`src/rtl/sid_pkg.sv`:
```
package sid_pkg;
   // default geometry of the stack
   localparam int DFLT_DIES  = 8;
   localparam int DFLT_PC    = 2;
   localparam int DFLT_ID_W  = 4;

   // per-port driver state
   typedef enum logic [1:0] {
      PS_IDLE  = 2'd0,
      PS_DRIVE = 2'd1,
      PS_GAP   = 2'd2
   } port_state_e;
endpackage

```
`src/rtl/sid_fuse_dec.sv`:
```
module sid_fuse_dec #(
   parameter int NUM_DIES = sid_pkg::DFLT_DIES,
   parameter int ID_W     = sid_pkg::DFLT_ID_W,
   localparam int CH_W    = $clog2(NUM_DIES)
) (
   input  logic [ID_W-1:0] fuse_id,
   output logic            id_ok,
   output logic [CH_W-1:0] own_bus
);
   if (NUM_DIES < 2) begin : g_bad_dies
      $error("sid_fuse_dec: NUM_DIES must be at least 2");
   end
   if ((2 ** ID_W) - 1 < NUM_DIES) begin : g_bad_idw
      $error("sid_fuse_dec: all-ones identity must be out of range");
   end

   if (NUM_DIES == (1 << CH_W)) begin : g_pow2
      // power-of-two die count: valid iff upper identity bits are zero
      assign id_ok = (fuse_id[ID_W-1:CH_W] == '0);
   end else begin : g_range
      assign id_ok = (fuse_id < ID_W'(NUM_DIES));
   end

   assign own_bus = fuse_id[CH_W-1:0];
endmodule

```
`src/rtl/sid_cmd_match.sv`:
```
module sid_cmd_match #(
   parameter int NUM_CH    = sid_pkg::DFLT_DIES,
   parameter int PC_PER_CH = sid_pkg::DFLT_PC,
   localparam int CH_W     = $clog2(NUM_CH),
   localparam int PC_W     = (PC_PER_CH > 1) ? $clog2(PC_PER_CH) : 1
) (
   input  logic                 id_ok,
   input  logic [CH_W-1:0]      own_bus,
   input  logic                 cmd_valid,
   input  logic [CH_W-1:0]      cmd_bus,
   input  logic [CH_W-1:0]      cmd_home,
   input  logic [PC_W-1:0]      cmd_pc,
   input  logic                 reroute,
   output logic                 take,
   output logic [NUM_CH-1:0]    take_bus,
   output logic [PC_PER_CH-1:0] take_pc
);
   logic tag_hit;
   logic pc_in_range;

   // rerouted traffic matches on home tag, regular traffic on arrival bus
   assign tag_hit     = reroute ? (cmd_home == own_bus) : (cmd_bus == own_bus);
   assign pc_in_range = (32'(cmd_pc) < PC_PER_CH);
   assign take        = id_ok & cmd_valid & tag_hit & pc_in_range;

   for (genvar b = 0; b < NUM_CH; b++) begin : g_bus
      assign take_bus[b] = (cmd_bus == CH_W'(b));
   end

   for (genvar p = 0; p < PC_PER_CH; p++) begin : g_pc
      assign take_pc[p] = take & (cmd_pc == PC_W'(p));
   end


   // take_pc_onehot_chk
   always_comb begin
      take_pc_onehot_chk : assert ($onehot0(take_pc));
   end
endmodule

```
`src/rtl/sid_port_drv.sv`:
```
module sid_port_drv #(
   parameter int NUM_CH = sid_pkg::DFLT_DIES
) (
   input  logic              clk,
   input  logic              rst_n,
   input  logic              clr,
   input  logic              load,
   input  logic [NUM_CH-1:0] load_bus,
   input  logic [NUM_CH-1:0] rel,
   output logic [NUM_CH-1:0] en
);
   import sid_pkg::*;

   port_state_e       st_q;
   logic [NUM_CH-1:0] cur_q;
   logic              hit_rel;

   assign hit_rel = |(cur_q & rel);

   always_ff @(posedge clk) begin
      if (!rst_n || clr) begin
         st_q  <= PS_IDLE;
         cur_q <= '0;
      end else if (load) begin
         // switching a live driver to a new bus goes through a dead cycle
         if (st_q == PS_DRIVE && cur_q != load_bus) st_q <= PS_GAP;
         else                                      st_q <= PS_DRIVE;
         cur_q <= load_bus;
      end else if (hit_rel && st_q != PS_IDLE) begin
         st_q  <= PS_IDLE;
         cur_q <= '0;
      end else if (st_q == PS_GAP) begin
         st_q <= PS_DRIVE;
      end
   end

   assign en = (st_q == PS_DRIVE) ? cur_q : '0;


   // en_onehot_chk
   en_onehot_chk : assert property (@(posedge clk) disable iff (!rst_n)
      $onehot0(en));


   // no_direct_switch_chk
   no_direct_switch_chk : assert property (@(posedge clk) disable iff (!rst_n)
      (en != '0 && $past(en) != '0) |-> (en == $past(en)));


   // gap_then_drive_chk
   gap_then_drive_chk : assert property (@(posedge clk) disable iff (!rst_n)
      (st_q == PS_GAP && !clr && !load && !hit_rel) |=> (en == $past(cur_q)));


   // hold_chk
   hold_chk : assert property (@(posedge clk) disable iff (!rst_n)
      (st_q != PS_GAP && !clr && !load && !hit_rel) |=> $stable(en));
endmodule

```
`src/rtl/sid_chan_drv_dec.sv`:
```
module sid_chan_drv_dec #(
   parameter int NUM_DIES  = sid_pkg::DFLT_DIES,
   parameter int PC_PER_CH = sid_pkg::DFLT_PC,
   parameter int ID_W      = sid_pkg::DFLT_ID_W,
   localparam int NUM_CH   = NUM_DIES,
   localparam int CH_W     = $clog2(NUM_CH),
   localparam int PC_W     = (PC_PER_CH > 1) ? $clog2(PC_PER_CH) : 1,
   localparam int EN_W     = NUM_CH * PC_PER_CH
) (
   input  logic            clk,
   input  logic            rst_n,
   input  logic [ID_W-1:0] fuse_id,
   input  logic            cmd_valid,
   input  logic [CH_W-1:0] cmd_bus,
   input  logic [CH_W-1:0] cmd_home,
   input  logic [PC_W-1:0] cmd_pc,
   input  logic            reroute,
   output logic            cmd_accept,
   output logic [EN_W-1:0] drv_en
);
   if (PC_PER_CH < 1) begin : g_bad_pc
      $error("sid_chan_drv_dec: PC_PER_CH must be at least 1");
   end

   logic                 id_ok;
   logic [CH_W-1:0]      own_bus;
   logic                 take;
   logic [NUM_CH-1:0]    take_bus;
   logic [PC_PER_CH-1:0] take_pc;
   logic                 accept_q;
   logic [NUM_CH-1:0]    en_a  [PC_PER_CH];
   logic [NUM_CH-1:0]    rel_a [PC_PER_CH];

   sid_fuse_dec #(.NUM_DIES(NUM_DIES), .ID_W(ID_W)) i_fuse (
      .fuse_id (fuse_id),
      .id_ok   (id_ok),
      .own_bus (own_bus)
   );

   sid_cmd_match #(.NUM_CH(NUM_CH), .PC_PER_CH(PC_PER_CH)) i_match (
      .id_ok     (id_ok),
      .own_bus   (own_bus),
      .cmd_valid (cmd_valid),
      .cmd_bus   (cmd_bus),
      .cmd_home  (cmd_home),
      .cmd_pc    (cmd_pc),
      .reroute   (reroute),
      .take      (take),
      .take_bus  (take_bus),
      .take_pc   (take_pc)
   );

   always_ff @(posedge clk) begin
      if (!rst_n) accept_q <= 1'b0;
      else        accept_q <= take;
   end
   assign cmd_accept = accept_q;

   for (genvar p = 0; p < PC_PER_CH; p++) begin : g_port
      // a bus granted to any other port is released by this one
      always_comb begin
         rel_a[p] = '0;
         for (int q = 0; q < PC_PER_CH; q++) begin
            if (q != p && take_pc[q]) rel_a[p] = take_bus;
         end
      end

      sid_port_drv #(.NUM_CH(NUM_CH)) i_port (
         .clk      (clk),
         .rst_n    (rst_n),
         .clr      (!id_ok),
         .load     (take_pc[p]),
         .load_bus (take_bus),
         .rel      (rel_a[p]),
         .en       (en_a[p])
      );

      assign drv_en[p*NUM_CH +: NUM_CH] = en_a[p] & {NUM_CH{id_ok}};
   end

   for (genvar b = 0; b < NUM_CH; b++) begin : g_col
      logic [PC_PER_CH-1:0] col;
      for (genvar p = 0; p < PC_PER_CH; p++) begin : g_bit
         assign col[p] = drv_en[p*NUM_CH + b];
      end

      // bus_single_driver_chk
      bus_single_driver_chk : assert property (@(posedge clk) disable iff (!rst_n)
         $countones(col) <= 1);
   end


   // unfused_off_chk
   unfused_off_chk : assert property (@(posedge clk) disable iff (!rst_n)
      (&fuse_id) |-> (drv_en == '0));


   // accept_follows_cmd_chk
   accept_follows_cmd_chk : assert property (@(posedge clk) disable iff (!rst_n)
      cmd_accept |-> $past(cmd_valid));


   // no_accept_unfused_chk
   no_accept_unfused_chk : assert property (@(posedge clk) disable iff (!rst_n)
      (&fuse_id) |=> !cmd_accept);
endmodule

```
`config.mk`:
```
export PLATFORM = sky130hd
export DESIGN_NAME = sid_chan_drv_dec
export DESIGN_NICKNAME = d
export VERILOG_FILES = /design/src/rtl/sid_pkg.sv /design/src/rtl/sid_fuse_dec.sv /design/src/rtl/sid_cmd_match.sv /design/src/rtl/sid_port_drv.sv /design/src/rtl/sid_chan_drv_dec.sv
export SDC_FILE = /design/constraint.sdc
export NUM_CORES = 1
export LEC_CHECK = 0
export BUFFER_PORTS_ARGS = -buffer_cell sky130_fd_sc_hd__buf_2
export CAP_MARGIN = 20
export CELL_PAD_IN_SITES_DETAIL_PLACEMENT = 0
export CELL_PAD_IN_SITES_GLOBAL_PLACEMENT = 2
export CORE_MARGIN = 1
export CORE_UTILIZATION = 36
export CTS_BUF_LIST = sky130_fd_sc_hd__clkbuf_8
export DETAILED_ROUTE_END_ITERATION = 16
export PLACE_DENSITY_LB_ADDON = 0.1
export SKIP_LAST_GASP = 1
export SYNTH_ARGS = -nofsm -noshare
export SYNTH_HDL_FRONTEND = slang
export SYNTH_SLANG_ARGS = --single-unit
```
`constraint.sdc`:
```
create_clock -name clk -period 2.9 [get_ports clk]
set_input_delay 0.58 -clock clk [delete_from_list [all_inputs] [get_ports clk]]
set_output_delay 0.58 -clock clk [all_outputs]
set_load 0.03 [all_outputs]
```
; Word level (Yosys, flattened, before mapping)
; Cells that the tools add are included.
[classes]
eq_ne = 15
n_mux = 17
n_bitwise = 10
reduce_logical = 15
[op_table]
columns = operator, n
row1 = 8-bit two-way mux, 8
row2 = 8-bit bitwise AND, 4
row3 = 2-bit two-way mux, 8
row4 = 8-bit != test, 2
row5 = 8-bit OR reduction, 2
row6 = "3-bit == test, second input constant", 4
row7 = 2-bit nonzero test, 4
row8 = "3-bit by 2-bit == test with 1-bit output, second input constant", 2
row9 = 3-bit == test, 2
row10 = 3-bit nonzero test, 2
row11 = 1-bit bitwise AND, 4
row12 = "2-bit by 1-bit == test with 1-bit output, second input constant", 2
row13 = "2-bit == test, second input constant", 2
row14 = 1-bit logical AND, 4
row15 = "3-bit by 1-bit == test with 1-bit output, second input constant", 1
row16 = 3-bit zero test, 1
row17 = 1-bit inverter, 2
row18 = 1-bit zero test, 1
row19 = 1-bit logical OR, 1
row20 = 1-bit two-way mux, 1
[totals]
reg_bits = 21
input_bits = 15
out_inout_bits = 17
elab_cells = 62

; Logic depth before layout (Yosys ltp)
; Gate-level depths: netlist of the first run.
[logic_depth]
word_depth = 10
depth_mapped = 7
mapped_depth_nobuf = 5

; Hierarchy
; From an unflattened synthesis of the first run, not the netlist that was laid out.
[unflattened]
cells_unflattened = 175
hier_area_um2 = 1521.5
[modules_own_cells]
columns = mod, n_inst, cells_each, area_per_inst_um2, seq_area_each_um2
row1 = sid_port_drv, 2, 57, 541.8, 200.2
row2 = sid_chan_drv_dec, 1, 36, 256.5, 20.0
row3 = sid_cmd_match, 1, 21, 155.1, 0.0
row4 = sid_fuse_dec, 1, 4, 26.3, 0.0

; Worst setup path before layout of the first run
; No wires, ideal clock.
[synth_timing]
path_kind = input port to flip-flop
start = input port reroute
end = register g_port[1].i_port.st_q[0]
setup_time_ns = 0.135
t_arrival_ns = 1.737
slack_ns = 1.029
path_stages = 6
path_buffers = 1
path_cell_list = mux2i_1 > xor2_2 > and4_1 > buf_6 > a21boi_2 > o32ai_1
[synth_between]
elab_chain_cells = 9
word_cells_on_any_way = 11
[synth_rtl]
columns = item, line
row1 = from (decl), sid_chan_drv_dec.sv:17  ; input logic reroute,
row2 = 1-bit two-way mux *, sid_cmd_match.sv:22  ; assign tag_hit = reroute ? (cmd_home == own_bus) : (cmd_bus == own_bus);
row3 = 1-bit bitwise AND *, sid_cmd_match.sv:24  ; assign take = id_ok & cmd_valid & tag_hit & pc_in_range;
row4 = 1-bit bitwise AND, sid_cmd_match.sv:31  ; assign take_pc[p] = take & (cmd_pc == PC_W'(p));
row5 = 8-bit two-way mux, sid_chan_drv_dec.sv:64  ; if (q != p && take_pc[q]) rel_a[p] = take_bus;
row6 = 8-bit bitwise AND, sid_port_drv.sv:18  ; assign hit_rel = |(cur_q & rel);
row7 = 8-bit OR reduction, sid_port_drv.sv:18
row8 = 1-bit logical AND, sid_port_drv.sv:29  ; end else if (hit_rel && st_q != PS_IDLE) begin
row9 = 2-bit two-way mux, sid_port_drv.sv:29
row10 = 2-bit two-way mux, sid_port_drv.sv:24  ; end else if (load) begin
row11 = to (signal assigned), sid_port_drv.sv:26  ; if (st_q == PS_DRIVE && cur_q != load_bus) st_q <= PS_GAP;
row12 = to (signal assigned), sid_port_drv.sv:27  ; else st_q <= PS_DRIVE;
row13 = to (signal assigned), sid_port_drv.sv:30  ; st_q <= PS_IDLE;
row14 = to (decl), sid_port_drv.sv:14  ; port_state_e st_q;
; Every way passes the cells marked *; elsewhere a longest branch is shown, timed or not.
; A chain may end at the register's enable or synchronous reset.

; Worst setup path after layout of the first run
[layout_timing]
start = input port cmd_bus[0]
end = register g_port[0].i_port.st_q[0]
[layout_between]
elab_chain_cells = 10
word_cells_on_any_way = 23
[layout_rtl]
columns = item, line
row1 = from (decl), sid_chan_drv_dec.sv:14  ; input logic [CH_W-1:0] cmd_bus,
row2 = 3-bit == test, sid_cmd_match.sv:22
row3 = 1-bit two-way mux, sid_cmd_match.sv:22
row4 = 1-bit bitwise AND, sid_cmd_match.sv:24
row5 = 1-bit bitwise AND, sid_cmd_match.sv:31
row6 = 8-bit two-way mux, sid_chan_drv_dec.sv:64
row7 = 8-bit bitwise AND, sid_port_drv.sv:18
row8 = 8-bit OR reduction, sid_port_drv.sv:18
row9 = 1-bit logical AND, sid_port_drv.sv:29
row10 = 2-bit two-way mux, sid_port_drv.sv:29
row11 = 2-bit two-way mux, sid_port_drv.sv:24
row12 = to (signal assigned), sid_port_drv.sv:26
row13 = to (signal assigned), sid_port_drv.sv:27
row14 = to (signal assigned), sid_port_drv.sv:30
row15 = to (decl), sid_port_drv.sv:14
; Parallel ways exist; a longest one is shown, timed or not.

==> results of run 1 <==
## synth_stat cells (all sizes together) (2+ instances only)
library cell / n / share of area
xor2: 3 / 0.027
mux2: 2 / 0.012
o22ai: 6 / 0.021
nor2b: 6 / 0.021
a21boi: 2 / 0.010
buf: 14 / 0.045
and3: 2 / 0.0069
a311oi: 2 / 0.0096
o32ai: 2 / 0.0096
o211ai: 16 / 0.066
nand2: 34 / 0.070
and2: 17 / 0.058
inv: 2 / 0.0041
a221o: 2 / 0.011
clkbuf: 2 / 0.0041
nand3b: 3 / 0.012
mux2i: 8 / 0.044
nand2b: 6 / 0.021
o31ai: 2 / 0.0083
nor2: 11 / 0.023
nor3: 5 / 0.014
a21o: 2 / 0.0083
o21ai: 5 / 0.014
a21oi: 3 / 0.012
or3b: 2 / 0.0096
a31oi: 17 / 0.058
nand3: 8 / 0.025
dfxtp: 21 / 0.23
nor4bb: 4 / 0.022
a41oi: 17 / 0.082
nand4: 2 / 0.0069
## stage by stage
stage | setup slack [ns] | hold slack (ns)
6_report | 0.7140 | 0.5114
5_1_grt | 0.6214 | 0.5627
4_1_cts | 0.7565 | 0.5110
3_5_place_dp | 0.4988 | 0.5001
3_3_place_gp | 0.4963 | 0.5032
2_1_floorplan | 1.029 | 0.4662
## metal layers
layer	up-vias	share of wire	routed length [µm]
li1	967	-	-
met1	967	0.49	2921
met2	63	0.46	2762
met3	9	0.043	258
met4	0	0.013	78
met5	-	0	0
## cells by family after synthesis
group           after synthesis  share of synthesized area
flops                        21                     0.2312
mux                          10                    0.05644
simple gates                104                     0.3063
buf+inv                      18                    0.05368
compound gates               79                     0.3255
xor+xnor                      3                    0.02684
## sequential cells by signal, indices dropped and copies added (netlist names)
signal	count
g_port.i_port.cur_q	16
g_port.i_port.st_q	4
cmd_accept	1
## final timing paths
check	from	endpoint	slack [ns]	depth (start not counted)
setup / recovery	cmd_bus[0]	g_port[0].i_port.st_q[0]$_SDFFE_PP0P_	0.71	6
hold / removal	g_port[1].i_port.st_q[1]$_SDFFE_PP0P_	g_port[1].i_port.st_q[1]$_SDFFE_PP0P_	0.51	2
setup reg to reg	g_port[0].i_port.cur_q[5]$_SDFFE_PP0P_	g_port[0].i_port.st_q[0]$_SDFFE_PP0P_	1.23	4
hold reg to reg	g_port[1].i_port.st_q[1]$_SDFFE_PP0P_	g_port[1].i_port.st_q[1]$_SDFFE_PP0P_	0.51	2
## final cells by class
type | count | area [µm²] | area share
Clock buffer | 3 | 41.29 | 0.02015
Clock inverter | 1 | 3.754 | 0.001831
Inverter | 2 | 7.507 | 0.003663
Multi-Input combinational cell | 196 | 1300 | 0.6343
Sequential cell | 21 | 420.4 | 0.2051
Tap cell | 67 | 83.83 | 0.04090
Timing Repair Buffer | 36 | 192.7 | 0.09402
## power groups by stage
stage	registers (µW)	clock network [µW]	logic [µW]
2_1_floorplan	297	0	91.6
3_3_place_gp	296	0	138
3_5_place_dp	296	0	136
4_1_cts	290	194	137
5_1_grt	290	205	151
6_report	290	192	140
## tightest hold or removal path: stages (launching register included)
cell	delay [ns]
dfxtp_1	0.32
nand3_1	0.06
o22ai_1	0.07
==> metrics.md, run 1 <==
| Metric | Value |
|---|---|
| Mean Syn Cell Area | 7.736 µm² |
| Most used routing layer | met2 |
| Clock Tree Buf Depth | 2 |
| Switching pwr | 197.9 µW |
| Die Span X | 73.07 µm |
| Drt drc | 0 |
| Max-slew headroom | 0.5679 |
| Hold Vio Cnt, Final | 0 |
| P&R area growth vs syn | 12.73% |
| Average wire per standard cell | 18.47 µm |
| Vias/cell | 6.153 |
| Met2 Usage GRT | 0.3837 |
| Final Instance Count excl. Fillers | 326 |
| Crit path max-delay family | compound AO/OA/AOI/OAI gates |
| Starting density of the core | 0.3799 |
| Syn nets | 250 |
| Pwr/cell area | 303.1 nW/µm² |
| Worst Skew | 0.0007349 ns |
| Slowest Stage Delay on Critical Path | 0.40 ns |
| Maximum VDD drop | 0.1459 mV |
| Slowest CP cell | a221o_1 |
| Gr usage total | 0.2358 |
| Core Area | 4786 µm² |
| Post-CTS Setup Inserts | 0 |
| Pwr Total | 621.2 µW |
| Internal | 423.3 µW |
| Initial DRC count | 149 |
| CTS tree | yes |
| Gp weighted congestion | 0.7780 |
| Total CTS buffers | 3 |
| Yosys warns | 0 |
| Static Leak | 0.0008179 µW |
| Peak Freq | 457.5 MHz |
| Switch share | 0.3186 |
| Status | completed |
| Fin. max-slew vios | 0 |
| Minimum clock period | 2.186 ns |
| GRT met3 Usage | 0.01519 |
| Final setup viols | 0 |
| RSZ-0062 raised after global routing | false |
| Core Util, Final | 0.4282 |
| Die Ht | 73.07 µm |
| Routed WL | 6.020 mm |
| Most frequent cells in the layout | nand2_1, buf_2, dfxtp_1 |
| Hpwl dp | 4.073 mm |
| Number of global-route vias before repair | 1,825 |
| First-pass GRT wire length | 9.563 mm |
| Clk sink count | 21 |
| Post-synth ARST share | 0 |
| Grt met1 use | 0.3390 |
| Slew at the pin closest to its max-slew limit | 0.6457 ns |
| Die area | 5338 µm² |
| Clock Pin Slew Worst Setup and Hold Paths | 0.08 ns |
| Sequential power share | 0.466 |
| Placed cell area | 2004 µm² |
| Post-synthesis sequential area ratio | 0.2312 |
| H-Tree Depth | 1 |
| DR vias | 2,006 |
| Synthesized flop and latch total | 21 |
| Number of port buffers | 31 |
| Gate Count Post-Synth | 235 |
| Max Cap Viol | 0 |
| Post-Layout Inst Area | 2049 µm² |
| Gr ovfl total | 0 |
| Worst min-delay path class | register to register |
| Post-Syn Area | 1818 µm² |
| Ports | 32 |
| Worst-path cell chain | buf_2 -> nor2_1 -> a221o_1 -> a21oi_2 -> a21boi_1 -> o32ai_1 |
| Setup_tns | 0 ns |
| CTS Hold Bufs | 0 |
| Post-CTS sizing | 0 |
| Comb pwr share | 0.225 |
| Nature of the critical path endpoint | register |
| Clock power frac | 0.309 |
| Layout cells sized above 1 | 0.1969 |
| DP Cell Count | 322 |
| FP Rows | 25 |
| Worst Path Required | 3.08 ns |
| Initial antenna violation count | 0 |
| Max FO, Critical Path | 24 |
| Distinct cell type count after synthesis | 47 |
| Clk Latency, worst-skew pair | 0.26 ns |
| Drt pass-1 iters | 4 |
| Post-route ant nets | 0 |
| WS Path Type | primary input to register |
| Tcrit/Tclk final | 0.7538 |
| Post-synth top flop | dfxtp_1 |
| Most common cell after layout, fill and taps aside | nand2_1 |
| # diodes | 0 |
| Data arrival, critical path | 2.36 ns |
| Number of buffers and inverters on the critical path | 1 |
| Final #Nets | 275 |
| Root buffer cell | clkbuf_8 |
| Largest net degree at the start of global routing | 25 |
| Worst setup SP type | primary input |
| Fillers | 532 |
| EDFF count, synth | 0 |
Power figures use the tool's default switching activity.
==> run 2, diff against run 1 <==
CORE_UTILIZATION = 30   (was 36)
clock period = 1.9 ns   (was 2.9 ns; I/O delays follow)
==> metrics.md, run 2 (synthesized netlist as in run 1, its figures left out) <==
| Metric | Value |
|---|---|
| Status | completed |
| Worst hold slack | 0.4900 ns (-0.02146 ns) |
| Die Span X | 79.85 µm (+9.3%) |
| R2r startpoint | g_port[0].i_port.cur_q[2]$_SDFFE_PP0P_ |
| Tcrit/Tclk final | 0.8952 |
| Slowest CP cell | dfxtp_1 |
| Final Instance Count excl. Fillers | 350 (+7.4%) |
| Maximum VDD drop | 0.1676 mV (+15%) |
| Worst-path cell chain | nand2b_1 -> nor2_2 -> and2_1 -> buf_2 |
| Total CTS buffers | 3 (unchanged) |
| RSZ-0062 raised after global routing | false |
| R2R depth | 6 (+2) |
| Routed WL | 6.452 mm (+7.2%) |
| Max FO, Critical Path | 8 (-67%) |
| Pwr/cell area | 440.3 nW/µm² (+45%) |
| P&R area growth vs syn | 22.57% |
| Worst Path Required | 1.52 ns (-1.56 ns) |
| Worst Skew | 0.0008390 ns (+0.0001041 ns) |
| Initial antenna violation count | 0 (unchanged) |
| Reg with most FFs | g_port.i_port.cur_q |
| Clock Tree Buf Depth | 2 (unchanged) |
| Fin. max-slew vios | 0 (unchanged) |
| Max Cap Viol | 0 (unchanged) |
| Max-slew headroom | 0.5797 (+0.01173) |
| Minimum clock period | 1.701 ns |
| Data arrival, critical path | 1.32 ns (-1.04 ns) |
| Worst setup SP type | register |
| H-Tree Depth | 1 (unchanged) |
| Hold Vio Cnt, Final | 0 (unchanged) |
| Peak Freq | 588.0 MHz |
| Nature of the critical path endpoint | output pin |
| Static Leak | 0.0009216 µW (+13%) |
| Fillers | 603 (+13%) |
| Drt pass-1 iters | 4 (unchanged) |
| Flop-to-flop setup slack | 0.38 ns (-0.85 ns) |
| Number of buffers and inverters on the critical path | 1 (unchanged) |
| DP Cell Count | 346 (+7.5%) |
| Most frequent cells in the layout | nand2_1, buf_2, buf_4, dfxtp_1 |
| R2r endpoint | g_port[0].i_port.cur_q[0]$_SDFFE_PP0P_ |
| First-pass GRT wire length | 10.36 mm (+8.3%) |
| Clk Latency, worst-skew pair | 0.26 ns (about the same) |
| Largest net degree at the start of global routing | 23 (-8.0%) |
| Root buffer cell | clkbuf_8 |
| Final setup viols | 0 (unchanged) |
| Clk sink count | 21 (unchanged) |
| Die area | 6375 µm² (+19%) |
| Gr usage total | 0.2113 (-0.02441) |
| CTS Hold Bufs | 0 (unchanged) |
| Crit path max-delay family | simple AND/OR/NAND/NOR gates |
| Most common cell after layout, fill and taps aside | nand2_1 |
| Post-route ant nets | 0 (unchanged) |
| Layout cells sized above 1 | 0.2590 (+0.06208) |
| Slew at the pin closest to its max-slew limit | 0.6282 ns (-0.01752 ns) |
| Clock Pin Slew Worst Setup and Hold Paths | 0.08 ns (about the same) |
| Gp weighted congestion | 0.8163 (+4.9%) |
| Average wire per standard cell | 18.43 µm (-0.17%) |
| # diodes | 0 (unchanged) |
| Core Area | 5675 µm² (+19%) |
| Slowest Stage Delay on Critical Path | 0.33 ns (-0.07 ns) |
| Initial DRC count | 191 (+28%) |
| WS Path Type | register to output pin |
| Starting density of the core | 0.3203 (-0.05954) |
| Drt drc | 0 (unchanged) |
| FP Rows | 27 (+8.0%) |
| Die Ht | 79.85 µm (+9.3%) |
| Number of port buffers | 31 (unchanged) |
| Max reg flops | 16 (unchanged) |
| Critical hold path startpoint | cmd_pc |
| DR vias | 2,008 (+0.10%) |
| Gr ovfl total | 0 (unchanged) |
| Vias/cell | 5.737 (-6.8%) |
| Ports | 32 (unchanged) |
| Hpwl dp | 4.557 mm (+12%) |
| CTS tree | yes |
| Min-Delay Path Depth | 3 (+1) |
| Number of global-route vias before repair | 1,926 (+5.5%) |
| Setup_tns | 0 ns (unchanged) |
| Worst min-delay path class | primary input to register |
| Pwr Total | 981.1 µW (+58%) |
| End of the worst hold path | g_port[1].i_port.st_q[0]$_SDFFE_PP0P_ |
| Final #Nets | 294 (+6.9%) |
run 2: final cells by class:
type | count | area [µm²] | area share
multi-input cells | 196 | 1305 | 0.5856
repair buffers | 55 | 360.3 | 0.1617
well taps | 72 | 90.09 | 0.04043
clock inverters | 1 | 3.754 | 0.001684
clock buffers | 3 | 41.29 | 0.01853
inverters | 2 | 7.507 | 0.003369
flip-flops and latches | 21 | 420.4 | 0.1887
run 2: worst register-to-register path, delay by kind of cell, from the launching register on:
kind            cells  cell delay, ns
flops               1            0.33
simple gates        3            0.65
compound gates      2            0.27
buf+inv             1            0.17
run 2: through the flow:
stage | cell area (µm²) | setup slack (ns) | util
floorplan | 1818 | 0.2285 | -
global placement | 2178 | 0.0001619 | 0.3838
detailed placement | 2178 | 0.02700 | 0.3838
CTS | 2223 | 0.08248 | 0.3918
global route | 2228 | 0.08524 | 0.3926
finish | 2228 | 0.1992 | 0.3926
run 2: worst max-delay path by stage:
stage	cells past startpoint	end	start	slack [ns]
CTS	4	drv_en[13]	g_port[1].i_port.st_q[1]$_SDFFE_PP0P_	0.08
detailed placement	7	g_port[0].i_port.st_q[1]$_SDFFE_PP0P_	cmd_bus[2]	0.03
floorplan	6	g_port[1].i_port.st_q[0]$_SDFFE_PP0P_	reroute	0.23
global route	4	drv_en[7]	g_port[0].i_port.st_q[1]$_SDFFE_PP0P_	0.09
global placement	7	g_port[0].i_port.st_q[1]$_SDFFE_PP0P_	cmd_bus[2]	0.0002
finish	4	drv_en[6]	g_port[0].i_port.st_q[1]$_SDFFE_PP0P_	0.20
run 2: timing repair:
action                                  CTS  global route
resized for setup                         0             2
endpoints found under the setup margin    0            12
buffers inserted                          0             0
endpoints found under the hold margin     0             0
run 2: layer usage:
metal  vias to the layer above  GRT usage  part of all wire
li1                       1004          -                 -
met1                       958     0.3110              0.51
met2                        44     0.3359              0.46
met3                         2    0.01486             0.031
met4                         0    0.03929            0.0036
met5                         -          0                 0
run 2: where the power goes:
| part | switching [µW] | total (µW) | internal, µW |
|---|---|---|---|
| Clock | 149 | 293 | 144 |
| Sequential | 1.23 | 442 | 441 |
| Combinational | 162 | 246 | 84.4 |
==> run 3, diff against run 2 <==
SETUP_SLACK_MARGIN = 0.4   (was default)
==> metrics.md, run 3 (synthesized netlist as in run 1, its figures left out) <==
| Metric | Value |
|---|---|
| Status | completed |
| Placed cell area | 2222 µm² (+2.0%) |
| Hold Vio Cnt, Final | 0 (unchanged) |
| Fin. max-slew vios | 0 (unchanged) |
| Post-Layout Inst Area | 2854 µm² (+28%) |
| FP Rows | 27 (unchanged) |
| Initial antenna violation count | 0 (unchanged) |
| Average wire per standard cell | 19.85 µm (+7.7%) |
| DR vias | 2,191 (+9.1%) |
| Layout cells sized above 1 | 0.5017 (+0.2427) |
| Drt drc | 0 (unchanged) |
| Switch share | 0.3367 (+0.01874) |
| Data arrival, critical path | 1.22 ns (-0.10 ns) |
| Worst hold slack | 0.4843 ns (-0.005646 ns) |
| Final setup viols | 0 (unchanged) |
| Minimum clock period | 1.596 ns (-0.1052 ns) |
| Number of port buffers | 31 (unchanged) |
| CTS Hold Bufs | 0 (unchanged) |
| Worst setup SP type | register |
| Slowest CP cell | dfxtp_2 |
| Clock Pin Slew Worst Setup and Hold Paths | 0.09 ns (about the same) |
| RSZ-0062 raised after global routing | true |
| Worst Slack Setup Final | 0.3044 ns (+0.1052 ns) |
| Static Leak | 0.001094 µW (+19%) |
| Starting density of the core | 0.3203 (unchanged) |
| Max reg flops | 16 (unchanged) |
| Max Cap Viol | 0 (unchanged) |
| Pwr/cell area | 383.3 nW/µm² (-13%) |
| Ports | 32 (unchanged) |
| Peak Freq | 626.7 MHz (+6.6%) |
| Worst Path Required | 1.52 ns (about the same) |
| Clock Tree Buf Depth | 2 (unchanged) |
| Worst-path cell chain | nand2b_4 -> nor2_4 -> and2_4 -> buf_6 |
| Drt pass-1 iters | 5 (+1) |
| Max FO, Critical Path | 8 (unchanged) |
| Sequential power share | 0.404 (-0.046) |
| Number of global-route vias before repair | 2,047 (+6.3%) |
| Hpwl dp | 4.622 mm (+1.4%) |
| H-Tree Depth | 1 (unchanged) |
| Total CTS buffers | 3 (unchanged) |
| Nature of the critical path endpoint | output pin |
| Worst min-delay path class | primary input to register |
| Pwr Total | 1094 µW (+12%) |
| First-pass GRT wire length | 10.96 mm (+5.9%) |
| Die area | 6375 µm² (unchanged) |
| Die Span X | 79.85 µm (unchanged) |
| CTS tree | yes |
| Largest net degree at the start of global routing | 23 (unchanged) |
| Internal | 725.7 µW (+8.4%) |
| Die Ht | 79.85 µm (unchanged) |
| Gr usage total | 0.2234 (+0.01202) |
| Worst Skew | 0.004289 ns (+0.003450 ns) |
| Slew at the pin closest to its max-slew limit | 0.6298 ns (+0.001610 ns) |
| Max-slew headroom | 0.5786 (-0.001078) |
| Clock power frac | 0.280 (-0.019) |
| Reg with most FFs | g_port.i_port.cur_q |
| Most common cell after layout, fill and taps aside | nand2_1 |
| WS Path Type | register to output pin |
| Final Instance Count excl. Fillers | 363 (+3.7%) |
| Clk Latency, worst-skew pair | 0.26 ns (about the same) |
| Gp weighted congestion | 0.8026 (-1.7%) |
| Tcrit/Tclk final | 0.8398 (-0.05535) |
| Initial DRC count | 167 (-13%) |
| Clk sink count | 21 (unchanged) |
| Root buffer cell | clkbuf_8 |
| Post-route ant nets | 0 (unchanged) |
| Most frequent cells in the layout | nand2_1, buf_4, buf_6, and2_4, o211ai_1 |
| Slowest Stage Delay on Critical Path | 0.33 ns (about the same) |
| Gr ovfl total | 0 (unchanged) |
| Post-place setup slack | -0.04554 ns (-0.07254 ns) |
| Core Area | 5675 µm² (unchanged) |
| Switching pwr | 368.3 µW (+18%) |
| Comb pwr share | 0.316 (+0.065) |
| DP Cell Count | 345 (-0.29%) |
| Routed WL | 7.205 mm (+12%) |
| Maximum VDD drop | 0.2118 mV (+26%) |
| Vias/cell | 6.036 (+5.2%) |
| # diodes | 0 (unchanged) |
| Final #Nets | 307 (+4.4%) |
| Flop-to-flop setup slack | 0.41 ns (+0.03 ns) |
| P&R area growth vs syn | 56.99% |
## run 3: changes by cell type in the layout (fill, tap and decap cells not counted), moves of 5 or more
cell | previous run | this run
buf_2 | 31 | 11
buf_4 | 22 | 27
a31oi_1 | 17 | 12
buf_6 | 0 | 23
and2_4 | 0 | 17
dfxtp_2 | 0 | 9
dfxtp_1 | 21 | 12
and2_1 | 17 | 0
## run 3: per-stage QoR
step	util	TNS [ns]
floorplan	-	0
global placement	0.3915	-0.05496
detailed placement	0.3915	-0.07623
CTS	0.4455	0
global route	0.5029	0
finish	0.5029	0
## run 3: final timing paths
kind | cells past startpoint | start | to
max | 4 | g_port[0].i_port.st_q[1]$_SDFFE_PP0P_ | drv_en[4]
min | 3 | cmd_pc | g_port[1].i_port.st_q[1]$_SDFFE_PP0P_
max reg2reg | 4 | g_port[1].i_port.cur_q[4]$_SDFFE_PP0P_ | g_port[1].i_port.st_q[1]$_SDFFE_PP0P_
min reg2reg | 2 | g_port[0].i_port.st_q[0]$_SDFFE_PP0P_ | g_port[0].i_port.st_q[1]$_SDFFE_PP0P_
## run 3: worst max-delay path: cells and delay by family (launching register included)
kind	cells	cell delay [ns]
buffers and inverters	1	0.12
flip-flops	1	0.33
AND/OR/NAND/NOR	3	0.50
## run 3: layout make-up
cell class	count	area [µm²]
inverter	2	7.507
clock buffer	3	41.29
multi-input combinational	197	1652
tap	72	90.09
sequential	21	431.7
timing repair buffer	67	626.9
fill	563	2821
clock inverter	1	5.005
## run 3: what timing repair did
action,4_1_cts,5_1_grt
resized for setup,67,59
endpoints found under the hold margin,0,0
cloned,2,1
setup buffers,5,6
setup endpoints to repair,36,36
pin swaps,6,19
## run 3: power by group through the flow
stage          Sequential, µW  Clock (µW)  Combinational, µW
2_1_floorplan             453           0                150
3_3_place_gp              452           0                260
3_5_place_dp              452           0                255
4_1_cts                   442         316                285
5_1_grt                   442         337                362
6_report                  442         306                346
## run 3: layer usage
metal,share of wire,vias up,track usage,wire length [µm]
li1,-,1031,-,-
met4,0.0071,0,0.06964,51
met5,0,-,0,0
met3,0.055,4,0.01143,393
met1,0.47,1070,0.3345,3420
met2,0.46,86,0.3376,3340
